==> src/rtl/argmax_pkg.sv <==
package argmax_pkg;

    typedef enum logic [2:0] {
        ST_IDLE,
        ST_GET,
        ST_ADD,
        ST_SEL,
        ST_COMMIT,
        ST_DONE
    } argmax_st_e;

endpackage

==> src/rtl/masked_and.sv <==
// Two-share AND with every cross product registered before recombination.
module masked_and (
    input  logic clk,
    input  logic rst_n,
    input  logic x0,
    input  logic x1,
    input  logic y0,
    input  logic y1,
    input  logic r,
    output logic z0,
    output logic z1
);

    typedef struct packed {
        logic rr;
        logic p00;
        logic p01;
        logic p10;
        logic p11;
    } and_regs_t;

    and_regs_t t_d, t_q;

    always_comb begin
        t_d.rr  = r;
        t_d.p00 = x0 & y0;
        t_d.p01 = x0 & y1;
        t_d.p10 = x1 & y0;
        t_d.p11 = x1 & y1;
    end

    always_ff @(posedge clk or negedge rst_n) begin
        if (!rst_n) t_q <= '0;
        else        t_q <= t_d;
    end

    // share 0 is pure randomness; share 1 folds the four products onto it
    assign z0 = t_q.rr;
    assign z1 = t_q.rr ^ t_q.p00 ^ t_q.p01 ^ t_q.p10 ^ t_q.p11;

    // one cycle later the output shares encode the product of the inputs
    a_r6_and_product: assert property (@(posedge clk) disable iff (!rst_n)
        1'b1 |=> ((z0 ^ z1) == $past((x0 ^ x1) & (y0 ^ y1))));

endmodule

==> src/rtl/masked_mux.sv <==
// Shared selector: out = old ^ (sel & (old ^ new)), bit by bit on shares.
module masked_mux #(
    parameter int W = 16
) (
    input  logic         clk,
    input  logic         rst_n,
    input  logic [W-1:0] old_s0,
    input  logic [W-1:0] old_s1,
    input  logic [W-1:0] new_s0,
    input  logic [W-1:0] new_s1,
    input  logic         sel_s0,
    input  logic         sel_s1,
    input  logic [W-1:0] rnd,
    output logic [W-1:0] out_s0,
    output logic [W-1:0] out_s1
);

    logic [W-1:0] dif_s0, dif_s1;
    logic [W-1:0] and_s0, and_s1;

    assign dif_s0 = old_s0 ^ new_s0;
    assign dif_s1 = old_s1 ^ new_s1;

    for (genvar b = 0; b < W; b++) begin : g_bit
        masked_and u_and (
            .clk   (clk),
            .rst_n (rst_n),
            .x0    (sel_s0),
            .x1    (sel_s1),
            .y0    (dif_s0[b]),
            .y1    (dif_s1[b]),
            .r     (rnd[b]),
            .z0    (and_s0[b]),
            .z1    (and_s1[b])
        );
    end

    assign out_s0 = old_s0 ^ and_s0;
    assign out_s1 = old_s1 ^ and_s1;

    // a clear-zero select leaves the old value in place
    a_r6_keep_old: assert property (@(posedge clk) disable iff (!rst_n)
        ((sel_s0 ^ sel_s1) == 1'b0) |=> ((out_s0 ^ out_s1) == (old_s0 ^ old_s1)));

    // a clear-one select swaps in the new value (old may move meanwhile)
    a_r6_take_new: assert property (@(posedge clk) disable iff (!rst_n)
        ((sel_s0 ^ sel_s1) == 1'b1) |=>
        ((out_s0 ^ out_s1) == ((old_s0 ^ old_s1) ^ $past(old_s0 ^ old_s1) ^ $past(new_s0 ^ new_s1))));

endmodule

==> src/rtl/argmax_seq.sv <==
// Sequencer and share registers of the running arg-max.
module argmax_seq
    import argmax_pkg::*;
#(
    parameter int SCORE_W  = 16,
    parameter int N_SCORES = 10,
    parameter int ADD_LAT  = 4,
    localparam int AW  = SCORE_W + 1,
    localparam int IW  = (N_SCORES > 1) ? $clog2(N_SCORES) : 1,
    localparam int CNW = $clog2(N_SCORES + 1),
    localparam int CW  = $clog2(ADD_LAT + 1)
) (
    input  logic               clk,
    input  logic               rst_n,
    input  logic               score_valid,
    input  logic [SCORE_W-1:0] score_s0,
    input  logic [SCORE_W-1:0] score_s1,
    output logic               score_ready,
    input  logic [IW-1:0]      rnd_idx,
    output logic [AW-1:0]      add_a_s0,
    output logic [AW-1:0]      add_a_s1,
    output logic [AW-1:0]      add_b_s0,
    output logic [AW-1:0]      add_b_s1,
    output logic               add_sub,
    output logic               add_issue,
    input  logic               add_msb_s0,
    input  logic               add_msb_s1,
    output logic [SCORE_W-1:0] max_s0,
    output logic [SCORE_W-1:0] max_s1,
    output logic [SCORE_W-1:0] cand_s0,
    output logic [SCORE_W-1:0] cand_s1,
    output logic [IW-1:0]      cur_idx_s0,
    output logic [IW-1:0]      cur_idx_s1,
    output logic [IW-1:0]      cand_idx_s0,
    output logic [IW-1:0]      cand_idx_s1,
    output logic               sel_s0,
    output logic               sel_s1,
    input  logic [SCORE_W-1:0] upd_max_s0,
    input  logic [SCORE_W-1:0] upd_max_s1,
    input  logic [IW-1:0]      upd_idx_s0,
    input  logic [IW-1:0]      upd_idx_s1,
    output logic               done
);

    typedef struct packed {
        argmax_st_e         st;
        logic [SCORE_W-1:0] mx0;
        logic [SCORE_W-1:0] mx1;
        logic [SCORE_W-1:0] nw0;
        logic [SCORE_W-1:0] nw1;
        logic [IW-1:0]      ix0;
        logic [IW-1:0]      ix1;
        logic [IW-1:0]      nx0;
        logic [IW-1:0]      nx1;
        logic               sl0;
        logic               sl1;
        logic [CW-1:0]      wt;
        logic [CNW-1:0]     cnt;
    } seq_regs_t;

    seq_regs_t r_d, r_q;
    logic      first_take;
    logic [CNW-1:0] cnt_inc;

    assign cnt_inc = r_q.cnt + CNW'(1);

    always_comb begin
        r_d         = r_q;
        score_ready = 1'b0;
        first_take  = 1'b0;
        case (r_q.st)
            ST_IDLE, ST_DONE: begin
                score_ready = 1'b1;
                if (score_valid) begin
                    first_take = 1'b1;
                    r_d.mx0 = score_s0;
                    r_d.mx1 = score_s1;
                    // position 0 carried as a pair of equal random shares
                    r_d.ix0 = rnd_idx;
                    r_d.ix1 = rnd_idx;
                    r_d.cnt = CNW'(1);
                    r_d.st  = (N_SCORES == 1) ? ST_DONE : ST_GET;
                end
            end
            ST_GET: begin
                score_ready = 1'b1;
                if (score_valid) begin
                    r_d.nw0 = score_s0;
                    r_d.nw1 = score_s1;
                    r_d.nx0 = IW'(r_q.cnt) ^ rnd_idx;
                    r_d.nx1 = rnd_idx;
                    r_d.wt  = '0;
                    r_d.st  = ST_ADD;
                end
            end
            ST_ADD: begin
                if (r_q.wt == CW'(ADD_LAT)) begin
                    r_d.sl0 = add_msb_s0;
                    r_d.sl1 = add_msb_s1;
                    r_d.st  = ST_SEL;
                end else begin
                    r_d.wt = r_q.wt + CW'(1);
                end
            end
            ST_SEL: begin
                r_d.st = ST_COMMIT;
            end
            ST_COMMIT: begin
                r_d.mx0 = upd_max_s0;
                r_d.mx1 = upd_max_s1;
                r_d.ix0 = upd_idx_s0;
                r_d.ix1 = upd_idx_s1;
                r_d.sl0 = 1'b0;
                r_d.sl1 = 1'b0;
                r_d.cnt = cnt_inc;
                r_d.st  = (cnt_inc == CNW'(N_SCORES)) ? ST_DONE : ST_GET;
            end
            default: r_d.st = ST_IDLE;
        endcase
    end

    always_ff @(posedge clk or negedge rst_n) begin
        if (!rst_n) begin
            r_q    <= '0;
            r_q.st <= ST_IDLE;
        end else begin
            r_q <= r_d;
        end
    end

    // each share is sign-extended on its own; the XOR stays the extended value
    assign add_a_s0 = {r_q.mx0[SCORE_W-1], r_q.mx0};
    assign add_a_s1 = {r_q.mx1[SCORE_W-1], r_q.mx1};
    assign add_b_s0 = {r_q.nw0[SCORE_W-1], r_q.nw0};
    assign add_b_s1 = {r_q.nw1[SCORE_W-1], r_q.nw1};
    assign add_sub   = (r_q.st == ST_ADD);
    assign add_issue = (r_q.st == ST_ADD) && (r_q.wt == '0);

    assign max_s0      = r_q.mx0;
    assign max_s1      = r_q.mx1;
    assign cand_s0     = r_q.nw0;
    assign cand_s1     = r_q.nw1;
    assign cur_idx_s0  = r_q.ix0;
    assign cur_idx_s1  = r_q.ix1;
    assign cand_idx_s0 = r_q.nx0;
    assign cand_idx_s1 = r_q.nx1;
    assign sel_s0      = r_q.sl0;
    assign sel_s1      = r_q.sl1;
    assign done        = (r_q.st == ST_DONE);

    // every issue is a subtraction
    a_r4_sub_on_issue: assert property (@(posedge clk) disable iff (!rst_n)
        add_issue |-> add_sub);

    // the issue strobe lasts one cycle
    a_r5_issue_pulse: assert property (@(posedge clk) disable iff (!rst_n)
        add_issue |=> !add_issue);

    // no score is taken while an operation is in flight
    a_r2_busy_not_ready: assert property (@(posedge clk) disable iff (!rst_n)
        add_sub |-> !score_ready);

    // a first score is never followed by an adder issue
    a_r3_first_no_issue: assert property (@(posedge clk) disable iff (!rst_n)
        first_take |=> !add_issue);

    // done holds until a new score is accepted, and the unit stays ready
    a_r7_done_hold: assert property (@(posedge clk) disable iff (!rst_n)
        (done && !score_valid) |=> (done && score_ready));

endmodule

==> src/rtl/masked_argmax.sv <==
module masked_argmax #(
    parameter int SCORE_W  = 16,
    parameter int N_SCORES = 10,
    parameter int ADD_LAT  = 4,
    localparam int AW  = SCORE_W + 1,
    localparam int IW  = (N_SCORES > 1) ? $clog2(N_SCORES) : 1,
    localparam int RW  = SCORE_W + 2 * IW
) (
    input  logic               clk,
    input  logic               rst_n,
    input  logic               score_valid,
    input  logic [SCORE_W-1:0] score_s0,
    input  logic [SCORE_W-1:0] score_s1,
    output logic               score_ready,
    input  logic [RW-1:0]      rnd,
    output logic [AW-1:0]      add_a_s0,
    output logic [AW-1:0]      add_a_s1,
    output logic [AW-1:0]      add_b_s0,
    output logic [AW-1:0]      add_b_s1,
    output logic               add_sub,
    output logic               add_issue,
    input  logic               add_msb_s0,
    input  logic               add_msb_s1,
    output logic               done,
    output logic [IW-1:0]      idx_s0,
    output logic [IW-1:0]      idx_s1
);

    logic [SCORE_W-1:0] max_s0, max_s1, cand_s0, cand_s1;
    logic [SCORE_W-1:0] upd_max_s0, upd_max_s1;
    logic [IW-1:0]      cand_idx_s0, cand_idx_s1, upd_idx_s0, upd_idx_s1;
    logic               sel_s0, sel_s1;

    argmax_seq #(
        .SCORE_W  (SCORE_W),
        .N_SCORES (N_SCORES),
        .ADD_LAT  (ADD_LAT)
    ) u_seq (
        .clk         (clk),
        .rst_n       (rst_n),
        .score_valid (score_valid),
        .score_s0    (score_s0),
        .score_s1    (score_s1),
        .score_ready (score_ready),
        .rnd_idx     (rnd[SCORE_W+IW +: IW]),
        .add_a_s0    (add_a_s0),
        .add_a_s1    (add_a_s1),
        .add_b_s0    (add_b_s0),
        .add_b_s1    (add_b_s1),
        .add_sub     (add_sub),
        .add_issue   (add_issue),
        .add_msb_s0  (add_msb_s0),
        .add_msb_s1  (add_msb_s1),
        .max_s0      (max_s0),
        .max_s1      (max_s1),
        .cand_s0     (cand_s0),
        .cand_s1     (cand_s1),
        .cur_idx_s0  (idx_s0),
        .cur_idx_s1  (idx_s1),
        .cand_idx_s0 (cand_idx_s0),
        .cand_idx_s1 (cand_idx_s1),
        .sel_s0      (sel_s0),
        .sel_s1      (sel_s1),
        .upd_max_s0  (upd_max_s0),
        .upd_max_s1  (upd_max_s1),
        .upd_idx_s0  (upd_idx_s0),
        .upd_idx_s1  (upd_idx_s1),
        .done        (done)
    );

    masked_mux #(.W(SCORE_W)) u_mux_max (
        .clk    (clk),
        .rst_n  (rst_n),
        .old_s0 (max_s0),
        .old_s1 (max_s1),
        .new_s0 (cand_s0),
        .new_s1 (cand_s1),
        .sel_s0 (sel_s0),
        .sel_s1 (sel_s1),
        .rnd    (rnd[SCORE_W-1:0]),
        .out_s0 (upd_max_s0),
        .out_s1 (upd_max_s1)
    );

    masked_mux #(.W(IW)) u_mux_idx (
        .clk    (clk),
        .rst_n  (rst_n),
        .old_s0 (idx_s0),
        .old_s1 (idx_s1),
        .new_s0 (cand_idx_s0),
        .new_s1 (cand_idx_s1),
        .sel_s0 (sel_s0),
        .sel_s1 (sel_s1),
        .rnd    (rnd[SCORE_W +: IW]),
        .out_s0 (upd_idx_s0),
        .out_s1 (upd_idx_s1)
    );

endmodule

==> config.mk <==
export PLATFORM = sky130hd
export DESIGN_NAME = masked_argmax
export DESIGN_NICKNAME = d
export VERILOG_FILES = /design/src/rtl/argmax_pkg.sv /design/src/rtl/masked_and.sv /design/src/rtl/masked_mux.sv /design/src/rtl/argmax_seq.sv /design/src/rtl/masked_argmax.sv
export SDC_FILE = /design/constraint.sdc
export NUM_CORES = 1
export LEC_CHECK = 0
export BUFFER_PORTS_ARGS = -buffer_cell sky130_fd_sc_hd__buf_2
export CAP_MARGIN = 40
export CELL_PAD_IN_SITES_DETAIL_PLACEMENT = 0
export CELL_PAD_IN_SITES_GLOBAL_PLACEMENT = 1
export CORE_MARGIN = 2
export CORE_UTILIZATION = 40
export DETAILED_ROUTE_END_ITERATION = 7
export GPL_ROUTABILITY_DRIVEN = 0
export PLACE_DENSITY_LB_ADDON = 0.2
export SYNTH_ARGS = -nofsm -noshare
export SYNTH_HDL_FRONTEND = slang
export SYNTH_HIERARCHICAL = 1
export SYNTH_SLANG_ARGS = --single-unit
==> constraint.sdc <==
create_clock -name clk -period 1.8 [get_ports clk]
set_input_delay 0.09 -clock clk [delete_from_list [all_inputs] [get_ports clk]]
set_output_delay 0.09 -clock clk [all_outputs]
set_load 0.02 [all_outputs]
==> reports/results.ini, run 1 <==
[routing]
dr.pass1.iters=5
wl_met2_um=9552
ant_nets=0
vias_per_cell=4.574
wl_met1_um=9403
drt_iter0_drc=333
routedWlPerCell_um=16.22
finalWirelength_um=20250
routed.top_layer=met4
wl_met3_um=1021
vias=5713
post-route-drc-count=0

[sta]
finalCritPeriodShare_pct=93.46
fin_skew_ns=0.01514
rsz0062_at_grt=no
worst_slew_pin_slew_ns=0.5224
slew_headroom_pct=65.17
setup_violations=0
final-hold-violation-count=0
setup-tns-final_ns=0
slew_viol_final=0
fmax_mhz=594.4
final.min_clock_period_ns=1.682

[min_path]
hold_path.class=in -> reg
hold_path_depth=4
hold_end=u_seq/r_q[89]$_DFFE_PN0P_
min_from=score_valid

[setup_path]
required_ns=1.71
timing_worst_setup_path_type=reg -> out
worstPathArrival_ns=1.59
start_kind=register
path_cells=buf_4 -> nor4b_2 -> buf_2
cp_slowest_cell=dfrtp_2
r2r_cells=4
crit_fanout=9
end_kind=primary output
r2r_slack_ns=0.17
r2r-end=u_seq/cand_s1[11]$_DFFE_PN0P_
r2r-start=u_seq/r_q[90]$_DFFE_PN0P_
slowest_delay_ns=0.47

[pwr]
ir_worst_vdd_v=0.0005981
p_total_w=0.01820
leakagePower_nw=5.475
power_density_nw_per_um2=1628

[place]
port_buffers=140
dp_hpwl_um=13220

[floorplanning]
dieArea_sq_um=26190
dieHeight_um=161.8
core_area_sq_um=24390
die_w_um=161.8
start_util_pct=40.86
io_pins=141
core.rowCount=57

[clock_network]
clk_pin_slew_worst_paths_ns=0.08
cts_setup_buffers=0
clock_sinks=192
ctsHtreeMaxLevel=4
cts_tree=done
cts.path.max_buffers=2
cts_buffers=17
cts-root-buf=clkbuf_16
insertion_delay_ns=0.43

[grt]
grt_max_degree=61
grt-ovfl-total=0
antenna_found_initial=0
first_global_vias=6042
grt_pass1_wl_um=32510
track_usage_pct=16.03

[synth]
synth_top_area_share_pct=48.21
synth.avg_cell_area_sq_um=11.74
ys_types=33
syn_nets=914
async_reset_ff_share_pct=100.0
synth_seq_area_share_pct=48.21
synth_top_flop_cell=dfrtp_1
yosys.area.top_type=dfrtp_1
netlist_instances=849
synth-seq-cells=192
synth.area.top_cells=dfrtp_1, buf_4, xor2_1
synthesis.area_sq_um=9966
synth_edf_count=0
yosys_warnings=6

[layout]
final-seq-area_sq_um=4807
synthToLayoutAreaGrowth_pct=12.18
fin_nets=977
fillerInstances=2283
diodes=0
drive_gt1_share_pct=28.43
multi_input_area_sq_um=3830

[job]
cap_violations=0

[run_status]
status=complete, no violations

-- where the power goes --
| part | total, W | switching (W) | internal (W) |
|---|---|---|---|
| clock | 0.00370 | 0.00182 | 0.00189 |
| sequential | 0.00695 | 0.00141 | 0.00554 |
| combinational | 0.00754 | 0.00410 | 0.00344 |
-- critical path, delay by kind of cell, from the launching register on --
kind	cells	cell delay [ns]
buf+inv	2	0.40
simple gates	1	0.28
flops	1	0.47
-- synth_stat cells (all sizes together), types with 2 or more instances --
master / instances
mux2i: 3
mux2: 36
xnor3: 20
buf: 171
nand2: 81
and2: 80
xor2: 102
xnor2: 25
o21ai: 7
nor3: 2
inv: 5
nand3: 86
nand2b: 3
nor2: 12
ha: 4
dfrtp: 192
a21oi: 12
-- placed cells by master (no fill, tap or decap), types with 20 or more instances in the layout --
cell type        n
dfrtp_1        190
xor2_1         102
buf_2          139
xnor3_1         20
nand3_2         26
xnor2_1         25
nand3_1         60
mux2_4          32
and2_1          80
dlygate4sd3_1   59
nand2_1         81
-- area by class of cell --
class	count	share of cell area [%]
Clock buffer	18	3.928
Clock inverter	14	1.242
Inverter	5	0.1679
Multi-Input combinational cell	480	34.26
Sequential cell	192	43.00
Tap cell	324	3.626
Timing Repair Buffer	216	13.78
-- through the flow --
stage / utilization, % / std cells / area, sq um / setup slack, ns / hold slack (ns)
after floorplan: - / 849 / 9966 / 0.3390 / -0.2056
after global placement: 41.01 / 1158 / 10000 / 0.1410 / 0.1140
after detailed placement: 41.01 / 1158 / 10000 / 0.1120 / 0.1238
after CTS: 45.81 / 1249 / 11170 / 0.03375 / 0.08110
after global routing: 45.83 / 1249 / 11180 / 0.03047 / 0.1165
final: 45.83 / 1249 / 11180 / 0.1177 / 0.09993
-- kinds of logic after synthesis --
family	count (synthesis)	synth area share, %
simple gates	269	15.34
flops	192	48.21
buf+inv	177	13.52
xor+xnor	147	15.68
mux	39	5.574
compound gates	21	1.168
fa+ha+maj	4	0.5022
-- state kept, by name, indices dropped and copies added (netlist names), 4 cells and up --
| signal | cells |
|---|---|
| u_seq/max_s1 | 16 |
| u_mux_idx/g_bit.u_and/t_q | 16 |
| u_seq/cur_idx_s0 | 4 |
| u_seq/cand_idx_s1 | 4 |
| u_seq/max_s0 | 16 |
| u_seq/cand_s0 | 16 |
| u_seq/r_q | 10 |
| u_seq/cur_idx_s1 | 4 |
| u_seq/cand_idx_s0 | 4 |
| u_seq/cand_s1 | 16 |
| u_mux_max/g_bit.u_and/t_q | 64 |
| u_mux_max/g_bit.u_and/z0 | 16 |
| u_mux_idx/g_bit.u_and/z0 | 4 |
-- what timing repair did --
action / CTS / global route
resized for setup: 2 / 1
endpoints found under the setup margin: 1 / 1
endpoints found under the hold margin: 157 / 0
hold buffers: 59 / 0
pin swaps: 0 / 0
-- layer usage --
layer / GRT usage (%) / vias up
met5: 0 / -
met4: 4.706 / 0
met2: 25.78 / 148
li1: - / 2707
met1: 22.06 / 2836
met3: 3.192 / 22
-- worst max path at each step --
stage               slack, ns                           end                      start  cells after the start
detailed placement       0.11  u_seq/max_s0[15]$_DFFE_PN0P_  u_seq/r_q[89]$_DFFE_PN0P_                      5
finish                   0.12                     add_issue  u_seq/r_q[91]$_DFFE_PN0P_                      3
CTS                      0.03                     add_issue  u_seq/r_q[91]$_DFFE_PN0P_                      3
global route             0.03                       add_sub  u_seq/r_q[89]$_DFFE_PN0P_                      3
floorplan                0.34                     add_issue  u_seq/r_q[89]$_DFFE_PN0P_                      3
global placement         0.14  u_seq/max_s1[11]$_DFFE_PN0P_  u_seq/r_q[89]$_DFFE_PN0P_                      5
No activity file was read; power rests on OpenSTA's default activity.
==> run 2: changes to the inputs <==
--- a/config.mk
+++ b/config.mk
@@ -14,6 +14,7 @@
 export DETAILED_ROUTE_END_ITERATION = 7
 export GPL_ROUTABILITY_DRIVEN = 0
 export PLACE_DENSITY_LB_ADDON = 0.2
+export RECOVER_POWER = 25
 export SYNTH_ARGS = -nofsm -noshare
 export SYNTH_HDL_FRONTEND = slang
 export SYNTH_HIERARCHICAL = 1
==> run 2 against run 1 <==
Register-to-register slack about the same. Utilization down 0.092 points. Design area down 0.20%. Worst setup slack worse by 0.00060 ns.
==> reports/results.ini, run 2 (synthesized netlist as in run 1, its figures left out) <==
[layout]
final_cell_area_sq_um=11160  ; -0.20%
fin_nets=977  ; unchanged
drive_gt1_share_pct=28.11  ; -0.32 points
synthToLayoutAreaGrowth_pct=11.95
final_cell_mix=dfrtp_1, buf_2, xor2_1
top_register=u_mux_max/g_bit.u_and/t_q
diodes=0  ; unchanged
final_common_cell=dfrtp_1
largest_reg_flops=64  ; unchanged

[clock_network]
insertion_delay_ns=0.43  ; about the same
ctsHtreeMaxLevel=4  ; unchanged
clock_sinks=192  ; unchanged
cts_buffers=17  ; unchanged
cts_tree=done
cts.path.max_buffers=2  ; unchanged
clk_pin_slew_worst_paths_ns=0.08  ; about the same
cts_setup_buffers=0  ; unchanged
cts-root-buf=clkbuf_16

[floorplanning]
core.rowCount=57  ; unchanged
die_w_um=161.8  ; unchanged
start_util_pct=40.86  ; unchanged
io_pins=141  ; unchanged
dieHeight_um=161.8  ; unchanged
core_area_sq_um=24390  ; unchanged
dieArea_sq_um=26190  ; unchanged

[setup_path]
worstPathArrival_ns=1.59  ; about the same
slowest_delay_ns=0.47  ; about the same
cp_slowest_cell=dfrtp_2
r2r-start=u_seq/r_q[90]$_DFFE_PN0P_
r2r-end=u_seq/cand_s1[11]$_DFFE_PN0P_
required_ns=1.71  ; about the same
path_cells=buf_4 -> nor4b_2 -> buf_2
start_kind=register
r2r_slack_ns=0.17  ; about the same
crit_family=flip-flops
crit_fanout=9  ; unchanged
critPathBufInv=2  ; unchanged
r2r_cells=4  ; unchanged
end_kind=primary output
timing_worst_setup_path_type=reg -> out

[sta]
rsz0062_at_grt=no
fin_skew_ns=0.01517  ; +0.00003210 ns
final-hold-violation-count=0  ; unchanged
finalCritPeriodShare_pct=93.50  ; about the same
fmax_mhz=594.2  ; about the same
final.min_clock_period_ns=1.683  ; +0.0006020 ns
slew_viol_final=0  ; unchanged
setup_violations=0  ; unchanged
setup-tns-final_ns=0  ; unchanged
worst_slew_pin_slew_ns=0.8683  ; +0.3459 ns
slew_headroom_pct=42.11  ; -23 points

[min_path]
min_from=score_valid
hold_path_depth=4  ; unchanged
hold_path.class=in -> reg
hold_end=u_seq/r_q[89]$_DFFE_PN0P_

[grt]
first_global_vias=6042  ; unchanged
grt_pass1_wl_um=32510  ; unchanged
antenna_found_initial=0  ; unchanged
grt_max_degree=61  ; unchanged
grt-ovfl-total=0  ; unchanged
track_usage_pct=16.03  ; unchanged

[routing]
finalWirelength_um=20260  ; about the same
vias=5713  ; unchanged
ant_nets=0  ; unchanged
drt_iter0_drc=334  ; +0.30%
vias_per_cell=4.574  ; unchanged
post-route-drc-count=0  ; unchanged
dr.pass1.iters=5  ; unchanged
routedWlPerCell_um=16.22  ; about the same

[run_status]
status=complete, no violations

[pwr]
power_density_nw_per_um2=1631  ; +0.19%
p_total_w=0.01819  ; about the same
ir_worst_vdd_v=0.0005994  ; +0.21%
leakagePower_nw=5.456  ; -0.34%

[place]
dp_hpwl_um=13220  ; unchanged
port_buffers=140  ; unchanged
placedInstanceArea_sq_um=10000  ; unchanged

[job]
cap_violations=0  ; unchanged

-- run 2: report_power, final --
group	internal, W	switching, W
registers	0.00554	0.00141
clock network	0.00189	0.00182
logic	0.00344	0.00410
total	0.0109	0.00733
-- run 2: worst min-delay path, cell delays in order --
cell and delay, ns:
buf_2 0.15, inv_1 0.06, a21oi_1 0.06, o2bb2ai_1 0.13
-- run 2: through the flow --
| step | std cells | worst slack, ns | util (%) | hold slack (ns) |
|---|---|---|---|---|
| detailed placement | 1158 | 0.1120 | 41.01 | 0.1238 |
| finish | 1249 | 0.1171 | 45.74 | 0.09973 |
| floorplan | 849 | 0.3390 | - | -0.2056 |
| global placement | 1158 | 0.1410 | 41.01 | 0.1140 |
| global route | 1249 | 0.03047 | 45.74 | 0.1165 |
| CTS | 1249 | 0.03375 | 45.81 | 0.08110 |
-- run 2: how the worst max path moves through the flow --
stage	from	endpoint	slack, ns	cells past startpoint
2_1_floorplan	u_seq/r_q[89]$_DFFE_PN0P_	add_issue	0.34	3
3_3_place_gp	u_seq/r_q[89]$_DFFE_PN0P_	u_seq/max_s1[11]$_DFFE_PN0P_	0.14	5
3_5_place_dp	u_seq/r_q[89]$_DFFE_PN0P_	u_seq/max_s0[15]$_DFFE_PN0P_	0.11	5
4_1_cts	u_seq/r_q[91]$_DFFE_PN0P_	add_issue	0.03	3
5_1_grt	u_seq/r_q[89]$_DFFE_PN0P_	add_sub	0.03	3
6_report	u_seq/r_q[91]$_DFFE_PN0P_	add_issue	0.12	3
-- run 2: timing repair --
| item | in CTS | in global routing |
|---|---|---|
| endpoints found under the setup margin | 1 | 1 |
| gates resized for setup | 2 | 1 |
| hold endpoints to repair | 157 | 0 |
| hold buffers | 59 | 0 |
-- run 2: layout make-up --
cell class	count	area, sq um
fill	2290	13230
timing repair buffer	216	1518
inverter	5	18.77
clock buffer	18	439.2
multi-input combinational	480	3830
tap	324	405.4
clock inverter	14	138.9
sequential	192	4807
-- run 2: layer usage --
metal / part of all wire [%] / global-route usage [%]
met2: 47 / 25.78
met1: 47 / 22.06
met4: 1.4 / 4.706
met3: 5.0 / 3.192
met5: 0 / 0
